===== src/rtl/tw_scan_pkg.sv =====
package tw_scan_pkg;

  typedef enum logic [1:0] {
    CODE_ZERO  = 2'b00,
    CODE_ONE   = 2'b01,
    CODE_FILL  = 2'b10,
    CODE_SWEEP = 2'b11
  } pos_code_e;

  typedef enum logic [1:0] {
    ST_IDLE  = 2'd0,
    ST_PREP  = 2'd1,
    ST_SHIFT = 2'd2
  } seq_state_e;

endpackage


===== src/rtl/tw_scan_lfsr.sv =====
module tw_scan_lfsr #(
  parameter int          W        = 8,
  parameter logic [W-1:0] SEED    = 8'h0D,
  parameter logic [W-1:0] TAP_MASK = 8'hB8
) (
  input  logic clk_i,
  input  logic rst_ni,
  input  logic step_i,
  output logic bit_o
);

  logic [W-1:0] state_q;
  logic         fb;

  assign fb    = ^(state_q & TAP_MASK);
  assign bit_o = state_q[W-1];

  always_ff @(posedge clk_i or negedge rst_ni) begin
    if (!rst_ni)     state_q <= SEED;
    else if (step_i) state_q <= {state_q[W-2:0], fb};
  end


  lfsr_nonzero_chk: assert property (@(posedge clk_i) disable iff (!rst_ni)
    state_q != '0);


  lfsr_step_chk: assert property (@(posedge clk_i) disable iff (!rst_ni)
    step_i |=> state_q != $past(state_q));

endmodule


===== src/rtl/tw_scan_ctrl.sv =====
module tw_scan_ctrl #(
  parameter int N = 8,
  localparam int CW = $clog2(N + 1),
  localparam int PW = N + 1
) (
  input  logic [2*N-1:0] gen_i,
  input  logic [PW-1:0]  pat_idx_i,
  output logic [N-1:0]   sel_o,
  output logic [N-1:0]   sweep_bits_o,
  output logic [CW-1:0]  ucnt_o
);
  import tw_scan_pkg::*;

  logic [N-1:0]  is_u;
  logic [CW-1:0] rank [N];

  for (genvar i = 0; i < N; i++) begin : g_pos
    assign is_u[i]         = (gen_i[2*i +: 2] == CODE_SWEEP);
    assign sweep_bits_o[i] = is_u[i] & pat_idx_i[rank[i]];
  end

  // rank = number of conflict positions below this one
  always_comb begin
    rank[0] = '0;
    for (int i = 1; i < N; i++) rank[i] = rank[i-1] + CW'(is_u[i-1]);
  end

  assign ucnt_o = rank[N-1] + CW'(is_u[N-1]);
  assign sel_o  = is_u;

endmodule


===== src/rtl/tw_scan_fixed_src.sv =====
module tw_scan_fixed_src #(
  parameter int N = 8
) (
  input  logic [2*N-1:0] gen_i,
  input  logic           fill_bit_i,
  output logic [N-1:0]   fixed_bits_o
);

  for (genvar i = 0; i < N; i++) begin : g_pos
    logic [1:0] code;
    assign code            = gen_i[2*i +: 2];
    assign fixed_bits_o[i] = code[1] ? fill_bit_i : code[0];
  end

endmodule


===== src/rtl/tw_scan_decomp.sv =====
module tw_scan_decomp #(
  parameter int N = 8,
  parameter int LFSR_W = 8,
  parameter logic [LFSR_W-1:0] LFSR_SEED = 8'h0D,
  parameter logic [LFSR_W-1:0] LFSR_TAPS = 8'hB8
) (
  input  logic           clk_i,
  input  logic           rst_ni,
  input  logic [2*N-1:0] gen_i,
  input  logic           gen_valid_i,
  output logic           gen_ready_o,
  output logic           scan_o,
  output logic           scan_valid_o,
  output logic           pattern_done_o,
  output logic           all_done_o
);
  import tw_scan_pkg::*;

  localparam int CW = $clog2(N + 1);
  localparam int BW = (N > 1) ? $clog2(N) : 1;
  localparam int PW = N + 1;

  seq_state_e     state_q;
  logic [2*N-1:0] gen_q;
  logic [BW-1:0]  bit_q;
  logic [PW-1:0]  pat_q;

  logic [N-1:0]  sel, sweep_bits, fixed_bits;
  logic [CW-1:0] ucnt;
  logic          fill_bit, shifting, bit_last, pat_last, accept;

  assign shifting = (state_q == ST_SHIFT);
  assign accept   = (state_q == ST_IDLE) && gen_valid_i;
  assign bit_last = (bit_q == BW'(N - 1));
  assign pat_last = (pat_q == ((PW'(1) << ucnt) - PW'(1)));

  tw_scan_lfsr #(
    .W(LFSR_W), .SEED(LFSR_SEED), .TAP_MASK(LFSR_TAPS)
  ) i_lfsr (
    .clk_i  (clk_i),
    .rst_ni (rst_ni),
    .step_i (shifting),
    .bit_o  (fill_bit)
  );

  tw_scan_ctrl #(.N(N)) i_ctrl (
    .gen_i        (gen_q),
    .pat_idx_i    (pat_q),
    .sel_o        (sel),
    .sweep_bits_o (sweep_bits),
    .ucnt_o       (ucnt)
  );

  tw_scan_fixed_src #(.N(N)) i_fixed (
    .gen_i        (gen_q),
    .fill_bit_i   (fill_bit),
    .fixed_bits_o (fixed_bits)
  );

  always_ff @(posedge clk_i or negedge rst_ni) begin
    if (!rst_ni) begin
      state_q <= ST_IDLE;
      gen_q   <= '0;
      bit_q   <= '0;
      pat_q   <= '0;
    end else begin
      unique case (state_q)
        ST_IDLE: if (accept) begin
          gen_q   <= gen_i;
          state_q <= ST_PREP;
        end
        ST_PREP: begin
          bit_q   <= '0;
          pat_q   <= '0;
          state_q <= ST_SHIFT;
        end
        ST_SHIFT: begin
          if (bit_last) begin
            bit_q <= '0;
            if (pat_last) state_q <= ST_IDLE;
            else          pat_q   <= pat_q + PW'(1);
          end else begin
            bit_q <= bit_q + BW'(1);
          end
        end
        default: state_q <= ST_IDLE;
      endcase
    end
  end

  // 2:1 steering: select high picks the enumeration source
  assign scan_o         = shifting & (sel[bit_q] ? sweep_bits[bit_q] : fixed_bits[bit_q]);
  assign scan_valid_o   = shifting;
  assign pattern_done_o = shifting & bit_last;
  assign all_done_o     = shifting & bit_last & pat_last;
  assign gen_ready_o    = (state_q == ST_IDLE);


  final_is_pattern_end_chk: assert property (@(posedge clk_i) disable iff (!rst_ni)
    all_done_o |-> pattern_done_o);


  ready_return_chk: assert property (@(posedge clk_i) disable iff (!rst_ni)
    all_done_o |=> gen_ready_o);


  busy_after_accept_chk: assert property (@(posedge clk_i) disable iff (!rst_ni)
    (gen_valid_i && gen_ready_o) |=> !gen_ready_o);


  first_bit_latency_chk: assert property (@(posedge clk_i) disable iff (!rst_ni)
    (gen_valid_i && gen_ready_o) |=> ##1 scan_valid_o);


  no_gap_chk: assert property (@(posedge clk_i) disable iff (!rst_ni)
    (scan_valid_o && !all_done_o) |=> scan_valid_o);


  gen_hold_chk: assert property (@(posedge clk_i) disable iff (!rst_ni)
    (scan_valid_o && !all_done_o) |=> $stable(gen_q));

endmodule


===== config.mk =====
export PLATFORM = sky130hd
export DESIGN_NAME = tw_scan_decomp
export DESIGN_NICKNAME = d
export VERILOG_FILES = /design/src/rtl/tw_scan_pkg.sv /design/src/rtl/tw_scan_lfsr.sv /design/src/rtl/tw_scan_ctrl.sv /design/src/rtl/tw_scan_fixed_src.sv /design/src/rtl/tw_scan_decomp.sv
export SDC_FILE = /design/constraint.sdc
export NUM_CORES = 1
export LEC_CHECK = 0
export BUFFER_PORTS_ARGS = -buffer_cell sky130_fd_sc_hd__buf_2
export CELL_PAD_IN_SITES_DETAIL_PLACEMENT = 0
export CELL_PAD_IN_SITES_GLOBAL_PLACEMENT = 2
export CORE_MARGIN = 2
export CORE_UTILIZATION = 40
export DETAILED_ROUTE_END_ITERATION = 8
export GPL_TIMING_DRIVEN = 1
export PLACE_DENSITY_LB_ADDON = 0.1
export SLEW_MARGIN = 25
export SYNTH_ARGS = -nofsm -noshare
export SYNTH_HDL_FRONTEND = slang
export SYNTH_HIERARCHICAL = 1
export SYNTH_SLANG_ARGS = --single-unit

===== constraint.sdc =====
create_clock -name clk_i -period 7.4 [get_ports clk_i]
set_clock_uncertainty 0.2 [all_clocks]
set_input_delay 0.37 -clock clk_i [delete_from_list [all_inputs] [get_ports clk_i]]
set_output_delay 0.37 -clock clk_i [all_outputs]
set_load 0.01 [all_outputs]

==> run metrics, run 1 <==
remaining routing DRC violations 0; synth warn 6; startpoint types flop; vias in the first global route 2453; grt met2 use 28.42%; GRT overflow 0; WL/cell 16.40 um; share of post-route cells with drive strength above 1 29.45%; number of synthesized register bits 38; Unique masters post-synth 61; Routed WL 7018 um; Clock Path Buffers 2; synthesized instance count 306; Die X 93.40 um; max-slew violation count 0; RSZ-0062 raised after global routing no; # setup viols final 0; area grow syn2layout 10.72%; top_reg_cell synth dfrtp_1; asr flop ratio synth 100.0%; CTS Buf Count 5; ant diodes 0; post-CTS setup buffer count 0; via count 2441; period utilization 92.91%; sequential-to-total area share from yosys stat 29.86%; All-Layer GR Usage 17.52%; Achievable Freq 0.1454 GHz; # hold bufs at CTS 0; initial drt markers 118; Worst EP required 6830 ps; post-synthesis compound-gate area fraction 11.55%; I/O Buffers 23; slowest CP cell fa_1; critical path arrival 6310 ps; PostCTS Resize Cnt 0; RePlAce Congestion 0.8342; Worst-Margin Slew 877.1 ps; initial antenna violation count 0; area of the mapped netlist 3197 um^2; CTS tree done; Slew HR 41.53%; Final Hold Viols 31; met1 Track Usage GR 24.24%; CTS H-tree lvls 2; Final nets 362; Post-DRT Antenna Nets 0; DP Area 3392 um^2; CP peak stage delay 690 ps; post-route cell area 3540 um^2; post-DP HPWL 5043 um; largest fanout on the critical path 12; Worst-path clk slew 80 ps; pin count of the biggest net entering global routing 39; Synthesized Nets 343; mux contribution to synthesized area 25.36%; Adder-Cell Fraction of Synth Area 7.280%; EDFF count, synth 0; Min Hold Slack -8.139 ps; critical path, cell by cell nand2_1 -> xor2_1 -> ha_1 -> ha_1 -> fa_1 -> ha_1 -> ha_1 -> and4_1 -> a211o_1 -> a21oi_1 -> nor2_1 -> xnor2_2 -> nor2_2 -> nand2_1 -> ha_1 -> or3_1 -> mux2_2 -> or3_1 -> o2111ai_2 -> nor2_1 -> and2_1 -> buf_2; largest family of logic cells by synthesized area multiplexers; Worst-Skew Late Latency 300 ps; syn_area_per_cell 10.45 um^2; total die area 8724 um^2; outcome finished with violations; type of the most critical hold path input port to async pin; max-cap violation count 0; setup_tns 0 ps; Sink Count 38; GR Util met3 2.659%; Initial Utilization 41.37%; Vias/cell 5.703; first-pass GRT wire length 12050 um; root buffer cell clkbuf_8; failing checks negative hold slack; standard-cell rows 32; Die Span Y 93.40 um; fin crit period 6875 ps; TritonRoute pass-1 iters 4; XOR/XNOR Fraction of Synth Area 5.793%; CP Class flop to output pin; Std-Cell Core Area 7727 um^2; CP most frequent cell ha_1; CP endpoint kind output pin; Top Usage Layer GRT met2; simple-gate portion of the synthesized area 16.20%; I/O pin total 24
[worst max-delay path: cells and delay by family (launching register included)]
| family | cells | cell delay (ps) |
|---|---|---|
| and+or+nand+nor | 9 | 1810 |
| adders and majority gates | 6 | 2320 |
| muxes | 1 | 260 |
| buffers and inverters | 1 | 130 |
| xor gates and xnor gates | 2 | 430 |
| DFF | 1 | 420 |
| AOI/OAI and AO/OA | 3 | 630 |
[final timing paths]
path | from | to | slack (ps) | cells after the start
max | gen_q[1] | all_done_o | 520 | 22
min | rst_ni | gen_q[5] | -8 | 1
max reg2reg | gen_q[1] | pat_q[5] | 680 | 22
min reg2reg | i_lfsr/state_q[0] | i_lfsr/state_q[0] | 300 | 2
max in group asynchronous | rst_ni | pat_q[2] | 6470 | 1
min in group clk_i | gen_i[7] | gen_q[7] | 100 | 2
[area by class of cell]
| cell class | count | area (um^2) |
|---|---|---|
| flip-flops and latches | 38 | 954.7 |
| multi-input cells | 238 | 2126 |
| clock buffers | 5 | 68.82 |
| fillers | 746 | 4188 |
| repair buffers | 25 | 130.1 |
| clock inverters | 3 | 68.82 |
| well taps | 102 | 127.6 |
| inverters | 17 | 63.81 |
[cell usage in the layout, fill, tap and decap left out, types with 2 or more instances in the layout]
cell type / instances
and3_1: 5
nand4b_1: 3
xnor2_1: 8
dfstp_2: 3
nand2_1: 20
inv_1: 17
buf_2: 23
clkbuf_8: 5
nor3_1: 7
o211ai_1: 2
nand2b_1: 2
dfrtp_1: 35
mux2_2: 36
nor2_1: 13
buf_4: 2
xor2_1: 5
nor4b_1: 2
ha_1: 17
a21oi_1: 13
or3_1: 3
nor2b_1: 5
and2_1: 9
o31ai_1: 3
nand3b_1: 4
mux2i_1: 12
o211a_1: 2
nand3_1: 9
bufinv_16: 2
mux4_2: 12
a211o_1: 2
nand4_1: 2
o21ai_0: 9
o311ai_0: 2
[cells by family after synthesis]
| group | count (synthesis) |
|---|---|
| flip-flops | 38 |
| multiplexers | 61 |
| XOR/XNOR | 17 |
| AO/OA/AOI/OAI | 50 |
| buffers and inverters | 30 |
| AND/OR/NAND/NOR | 92 |
| adder cells (fa/ha/maj) | 18 |
[per-layer routing]
| layer | wire length, um | up-vias |
|---|---|---|
| li1 | - | 1175 |
| met1 | 3314 | 1204 |
| met2 | 3363 | 52 |
| met3 | 235 | 10 |
| met4 | 104 | 0 |
| met5 | 0 | - |
[metrics by stage]
stage | cells | setup slack (ps) | utilization, %
3_3_place_gp | 420 | 704.1 | 43.90
4_1_cts | 428 | 338.1 | 45.68
6_report | 428 | 524.7 | 45.81
5_1_grt | 428 | 136.5 | 45.81
3_5_place_dp | 420 | 557.8 | 43.90
2_1_floorplan | 306 | 1488 | -
[sequential cells by signal (all words and copies together), names as in the netlist]
register and cells:
i_lfsr/state_q 8, pat_q 9, gen_q 16, bit_q 3, state_q 2
[synth_stat cells (3+ instances only)]
master / n / area [um^2]
a21oi_1: 13 / 65.06
and2_1: 9 / 56.30
and3_1: 5 / 31.28
buf_2: 5 / 25.02
clkbuf_1: 7 / 26.28
dfrtp_1: 35 / 875.8
dfstp_2: 3 / 78.83
ha_1: 17 / 212.7
inv_1: 17 / 63.81
mux2_2: 36 / 405.4
mux2i_1: 12 / 120.1
mux4_2: 12 / 270.3
nand2_1: 20 / 75.07
nand3_1: 9 / 45.04
nand3b_1: 4 / 30.03
nand4b_1: 3 / 26.28
nor2_1: 14 / 52.55
nor2b_1: 5 / 31.28
nor3_1: 7 / 35.03
o21ai_0: 9 / 45.04
o31ai_1: 3 / 22.52
or3_1: 3 / 18.77
xnor2_1: 9 / 78.83
xor2_1: 5 / 43.79
Power of run 1 is not shown: default switching activity piles up to over one toggle a cycle in this logic, so the estimate is an artifact.
==> inputs of run 2 (changes only) <==
==> constraint.sdc (replaced) <==
create_clock -name clk_i -period 7.8 [get_ports clk_i]
set_clock_uncertainty 0.2 [all_clocks]
set_input_delay 0.39 -clock clk_i [delete_from_list [all_inputs] [get_ports clk_i]]
set_output_delay 0.39 -clock clk_i [all_outputs]
set_load 0.01 [all_outputs]
==> run 2 against run 1 <==
Net effect: the flow now finishes without violations; first-iteration DRC count fell by 40%; cell count did not move; non-clock buffer count did not move; routed wire length rose by 0.24%; register-to-register slack improved by 190 ps; via count fell by 1.6%; global-route usage fell by 0.26 points; count of clock-buffer cells in the layout did not move; sequential share of layout area rose by 0.26 points; core utilization fell by 0.44 points; critical path depth did not move.
==> run metrics, run 2 (same netlist as run 1, synthesis figures left out) <==
FF/Latch Area 954.7 um^2; first-pass GRT wire length 11880 um; CTS Buf Count 5; I/O pin total 24; most common cell after layout, fill and taps aside mux2_2; biggest registers after layout gen_q: 16 flops, pat_q: 9 flops, i_lfsr/state_q: 8 flops; # hold bufs at CTS 0; Std-Cell Core Area 7727 um^2; most frequent cells in the layout 36 x mux2_2, 35 x dfrtp_1, 23 x buf_2; Routed WL 7035 um; RR Startpoint gen_q[3]; Worst-Skew Late Latency 300 ps; Reg with most FFs gen_q; CP most frequent cell ha_1; Final Hold Viols 0; via count 2403; outcome complete, no violations; Slew HR 41.62%; R2R setup slack 870 ps; standard-cell rows 32; period utilization 90.93%; initial drt markers 71; CP endpoint kind output pin; pin count of the biggest net entering global routing 39; CP Launch Point gen_q[3]; CP Class flop to output pin; # setup viols final 0; area of the multi-input gates 2116 um^2; Sink Count 38; remaining routing DRC violations 0; largest fanout on the critical path 12; CTS tree done; vias in the first global route 2374; family with the most delay on the worst path adder cells; share of post-route cells with drive strength above 1 28.83%; TritonRoute pass-1 iters 4; critical path arrival 6500 ps; Finished Core Util 45.37%; Worst-Margin Slew 875.6 ps; Post-DRT Antenna Nets 0; area grow syn2layout 9.667%; max-cap violation count 0; CP bufs+invs 2; Die Span Y 93.40 um; CTS H-tree lvls 2; total die area 8724 um^2; critical path, cell by cell nand2_1 -> xor2_1 -> ha_1 -> ha_1 -> fa_1 -> ha_1 -> ha_1 -> and4_1 -> a211o_1 -> a21oi_1 -> nor2_1 -> xnor2_1 -> nor2_1 -> nand2_1 -> ha_1 -> inv_1 -> mux2_2 -> or3_1 -> o2111ai_2 -> nor2_1 -> and2_1 -> buf_2; type of the most critical hold path input port to async pin; CP peak stage delay 690 ps; Die X 93.40 um; Initial Utilization 41.37%; root buffer cell clkbuf_8; setup_tns 0 ps; Achievable Freq 0.1410 GHz; I/O Buffers 23; RSZ-0062 raised after global routing no; All-Layer GR Usage 17.27%; slowest CP cell fa_1; Worst EP required 7210 ps; post-CTS setup buffer count 0; RePlAce Congestion 0.7946; GRT overflow 0; Clock Path Buffers 2; WL/cell 16.44 um; post-DP HPWL 5032 um; max-slew violation count 0; Worst-path clk slew 80 ps; max reg flops 16; Vias/cell 5.614; ant diodes 0; number of fill cells in the layout 762; fin crit period 7092 ps; Final nets 362; startpoint types flop; initial antenna violation count 0; PostCTS Resize Cnt 0
-- run 2: cell count changes in the layout (fill, tap and decap cells not counted), sizes merged --
cell      delta
clkinv       -1
clkinvlp     +2
bufinv       -1
-- run 2: area by class of cell --
cell class                      instances  area share (%)
Clock buffer                            5           1.963
Sequential cell                        38           27.23
Timing Repair Buffer                   25           3.712
Inverter                               17           1.820
Clock inverter                          3           1.285
Multi-Input combinational cell        238           60.35
Tap cell                              102           3.640
-- run 2: routing by layer --
metal / up-vias / track usage, % / share of wire (%)
li1: 1183 / - / -
met1: 1190 / 23.89 / 48
met2: 25 / 28.66 / 49
met3: 5 / 2.417 / 2.1
met4: 0 / 4.044 / 1.0
met5: - / 0 / 0
-- run 2: worst paths after layout --
kind / endpoint / cells after the start
worst max-delay path: all_done_o / 22
worst min-delay path: gen_q[9] / 1
worst max register to register: pat_q[5] / 22
worst min register to register: i_lfsr/state_q[0] / 2
max in group asynchronous: pat_q[2] / 1
min in group clk_i: gen_q[14] / 2
-- run 2: through the flow --
step                hold WS [ps]  std cells  worst slack [ps]  instance area (um^2)
finish                     7.128        428             707.8                  3506
global placement           282.8        420              1057                  3392
global route               73.61        428             99.23                  3506
floorplan                 -105.6        306              1888                  3197
detailed placement         291.3        420             908.2                  3392
CTS                        36.92        428             679.2                  3506
-- run 2: worst register-to-register path: stages (launching register included) --
cell and delay [ps]:
dfrtp_1 410, nand2_1 160, xor2_1 220, ha_1 310, ha_1 230, fa_1 690
ha_1 360, ha_1 380, and4_1 190, a211o_1 280, a21oi_1 210, nor2_1 90
xnor2_1 640, nor2_1 260, nand2_1 120, ha_1 370, inv_1 140, mux2_2 270
or3_1 320, o2111ai_2 150, o21ai_4 170, or4_1 530, a21oi_1 140
Power of run 2 is left out for the same reason.
==> inputs of run 3 (changes only) <==
--- a/config.mk
+++ b/config.mk
@@ -16,5 +16,4 @@
 export SLEW_MARGIN = 25
 export SYNTH_ARGS = -nofsm -noshare
 export SYNTH_HDL_FRONTEND = slang
-export SYNTH_HIERARCHICAL = 1
 export SYNTH_SLANG_ARGS = --single-unit
==> run 3 against run 2 <==
Net effect: the run now ends with negative hold slack left; non-clock buffer count is the same; sequential cell count stayed put; highest routed layer unchanged; worst hold slack worse by 16 ps.
==> run metrics, run 3 <==
outcome finished with violations; failing checks negative hold slack; Die X 97.40 um; synthesized instance count 350; Worst-path clk slew 80 ps; Final Hold Viols 2; CTS Buf Count 5; Reg with most FFs gen_q; fin crit period 7371 ps; Post-DRT Antenna Nets 0; largest family of logic cells by synthesized area multiplexers; post-synthesis compound-gate area fraction 13.02%; # hold bufs at CTS 0; total die area 9487 um^2; synth warn 0; I/O Buffers 23; largest fanout on the critical path 12; CP most frequent cell ha_1; Routed WL 8240 um; area of the mapped netlist 3490 um^2; WL/cell 17.42 um; syn_area_per_cell 9.970 um^2; biggest registers after layout gen_q: 16 flops, pat_q: 9 flops, i_lfsr.state_q: 8 flops; most frequent cell after synthesis nand2_1; Worst-Margin Slew 866.7 ps; CP endpoint kind output pin; simple-gate portion of the synthesized area 17.53%; EDFF count, synth 0; vias in the first global route 2703; root buffer cell clkbuf_8; first-pass GRT wire length 14130 um; Std-Cell Core Area 8593 um^2; remaining routing DRC violations 0; number of synthesized register bits 38; most frequent cells in the layout 40 x nand2_1, 35 x dfrtp_1, 24 x mux2_2; Initial Utilization 40.61%; CTS H-tree lvls 2; share of post-route cells with drive strength above 1 25.21%; Die Span Y 97.40 um; # setup viols final 0; ranking of synthesized cells by area dfrtp_1 25%, mux2_2 7.7%, ha_1 6.8%; I/O pin total 24; Vias/cell 5.795; number of fill cells in the layout 849; CP Class flop to output pin; Synth top cells by count 40 x nand2_1, 35 x dfrtp_1, 24 x mux2_2; most common cell after layout, fill and taps aside nand2_1; top cell type by total area after synthesis dfrtp_1; initial antenna violation count 0; RSZ-0062 raised after global routing no; post-route cell area 3774 um^2; post-CTS setup buffer count 0; RePlAce Congestion 0.8197; Sink Count 38; post-DP HPWL 5948 um; Worst-Skew Late Latency 290 ps; Synthesized Nets 389; GRT overflow 0; Unique masters post-synth 72; pin count of the biggest net entering global routing 39; critical path, cell by cell nand2_1 -> xor2_1 -> ha_1 -> ha_1 -> fa_1 -> ha_1 -> ha_1 -> ha_1 -> ha_1 -> xor3_1 -> xor2_2 -> nor3_2 -> nand2_1 -> ha_1 -> xor3_1 -> nor2_1 -> mux2i_1 -> o32a_1 -> a211o_1 -> a21oi_1 -> a31oi_1 -> a2111oi_0 -> buf_2; top_reg_cell synth dfrtp_1; max-cap violation count 0; slowest CP cell fa_1; DP Area 3674 um^2; ant diodes 0; Adder-Cell Fraction of Synth Area 7.386%; CTS tree done; Achievable Freq 0.1357 GHz; area grow syn2layout 8.139%; critical path arrival 6780 ps; via count 2741; family with the most delay on the worst path adder cells; max reg flops 16; CP peak stage delay 660 ps; Synth top area share 25.10%; period utilization 94.50%; Slew HR 42.22%; initial drt markers 143; Min Hold Slack -8.586 ps; asr flop ratio synth 100.0%; TritonRoute pass-1 iters 4; mux contribution to synthesized area 20.80%; Clock Path Buffers 2; standard-cell rows 34; Worst EP required 7210 ps; sequential-to-total area share from yosys stat 27.36%; type of the most critical hold path input port to async pin; setup_tns 0 ps; Final nets 403; max-slew violation count 0; All-Layer GR Usage 18.02%; CP bufs+invs 1; XOR/XNOR Fraction of Synth Area 9.860%; startpoint types flop
==> run 3: changes by cell type after synthesis, moves of 6 or more <==
cell and delta:
nand2_1 +20, clkbuf_1 +8, o21ai_0 +10, mux2_2 -12
a31oi_1 +6
==> run 3: cell families after synthesis <==
group                    after synthesis
AO/OA/AOI/OAI                         66
XOR/XNOR                              23
adder cells (fa/ha/maj)               20
buffers and inverters                 34
flip-flops                            38
multiplexers                          53
AND/OR/NAND/NOR                      116
==> run 3: worst register-to-register path: stages, from the launching register on <==
cell and delay, ps:
dfrtp_1 410, nand2_1 170, xor2_1 220, ha_1 300, ha_1 240, fa_1 660, ha_1 370, ha_1 360
ha_1 340, ha_1 200, xor3_1 270, xor2_2 410, nor3_2 140, nand2_1 100, ha_1 420, xor3_1 400
nor2_1 100, mux2i_1 80, o32a_1 300, a2111o_1 340, a22oi_1 140, o2111a_2 450, a21oi_2 100, o211a_1 200
==> run 3: final timing paths <==
kind | to | start | depth (start not counted) | slack [ps]
setup reg to reg | state_q[0] | gen_q[1] | 23 | 770
hold / removal | gen_q[12] | rst_ni | 1 | -9
min in group clk_i | gen_q[12] | gen_i[12] | 2 | 120
hold reg to reg | i_lfsr.state_q[0] | i_lfsr.state_q[0] | 2 | 290
setup / recovery | all_done_o | gen_q[1] | 23 | 430
max in group asynchronous | state_q[1] | rst_ni | 1 | 6840
==> run 3: repair_timing <==
item,in CTS,in global routing
gates resized for setup,0,1
hold endpoints to repair,0,0
setup endpoints to repair,0,1
==> run 3: final cells by class <==
class	count	area, um^2	area share (%)
multi-input cells	278	2399	63.56
flip-flops and latches	38	954.7	25.30
well taps	108	135.1	3.581
repair buffers	25	130.1	3.448
clock buffers	6	82.58	2.188
inverters	16	60.06	1.592
clock inverters	2	12.51	0.3316
==> run 3: routing by layer <==
metal,global-route usage (%),part of all wire [%],vias to the layer above
met5,0,0,-
met4,2.457,1.2,0
met3,2.806,4.4,8
met2,26.58,44,59
met1,28.46,50,1336
li1,-,-,1338
==> run 3: stage by stage <==
| step | hold WS [ps] | setup WS, ps | std cells | util [%] |
|---|---|---|---|---|
| final | -8.586 | 429.2 | 473 | 43.91 |
| after global routing | 90.35 | 18.11 | 473 | 43.91 |
| after CTS | 58.94 | 309.4 | 473 | 43.86 |
| after detailed placement | 278.0 | 663.6 | 465 | 42.75 |
| after global placement | 276.7 | 825.6 | 465 | 42.75 |
| after floorplan | -105.6 | 1179 | 350 | - |
Power of run 3 is left out for the same reason.
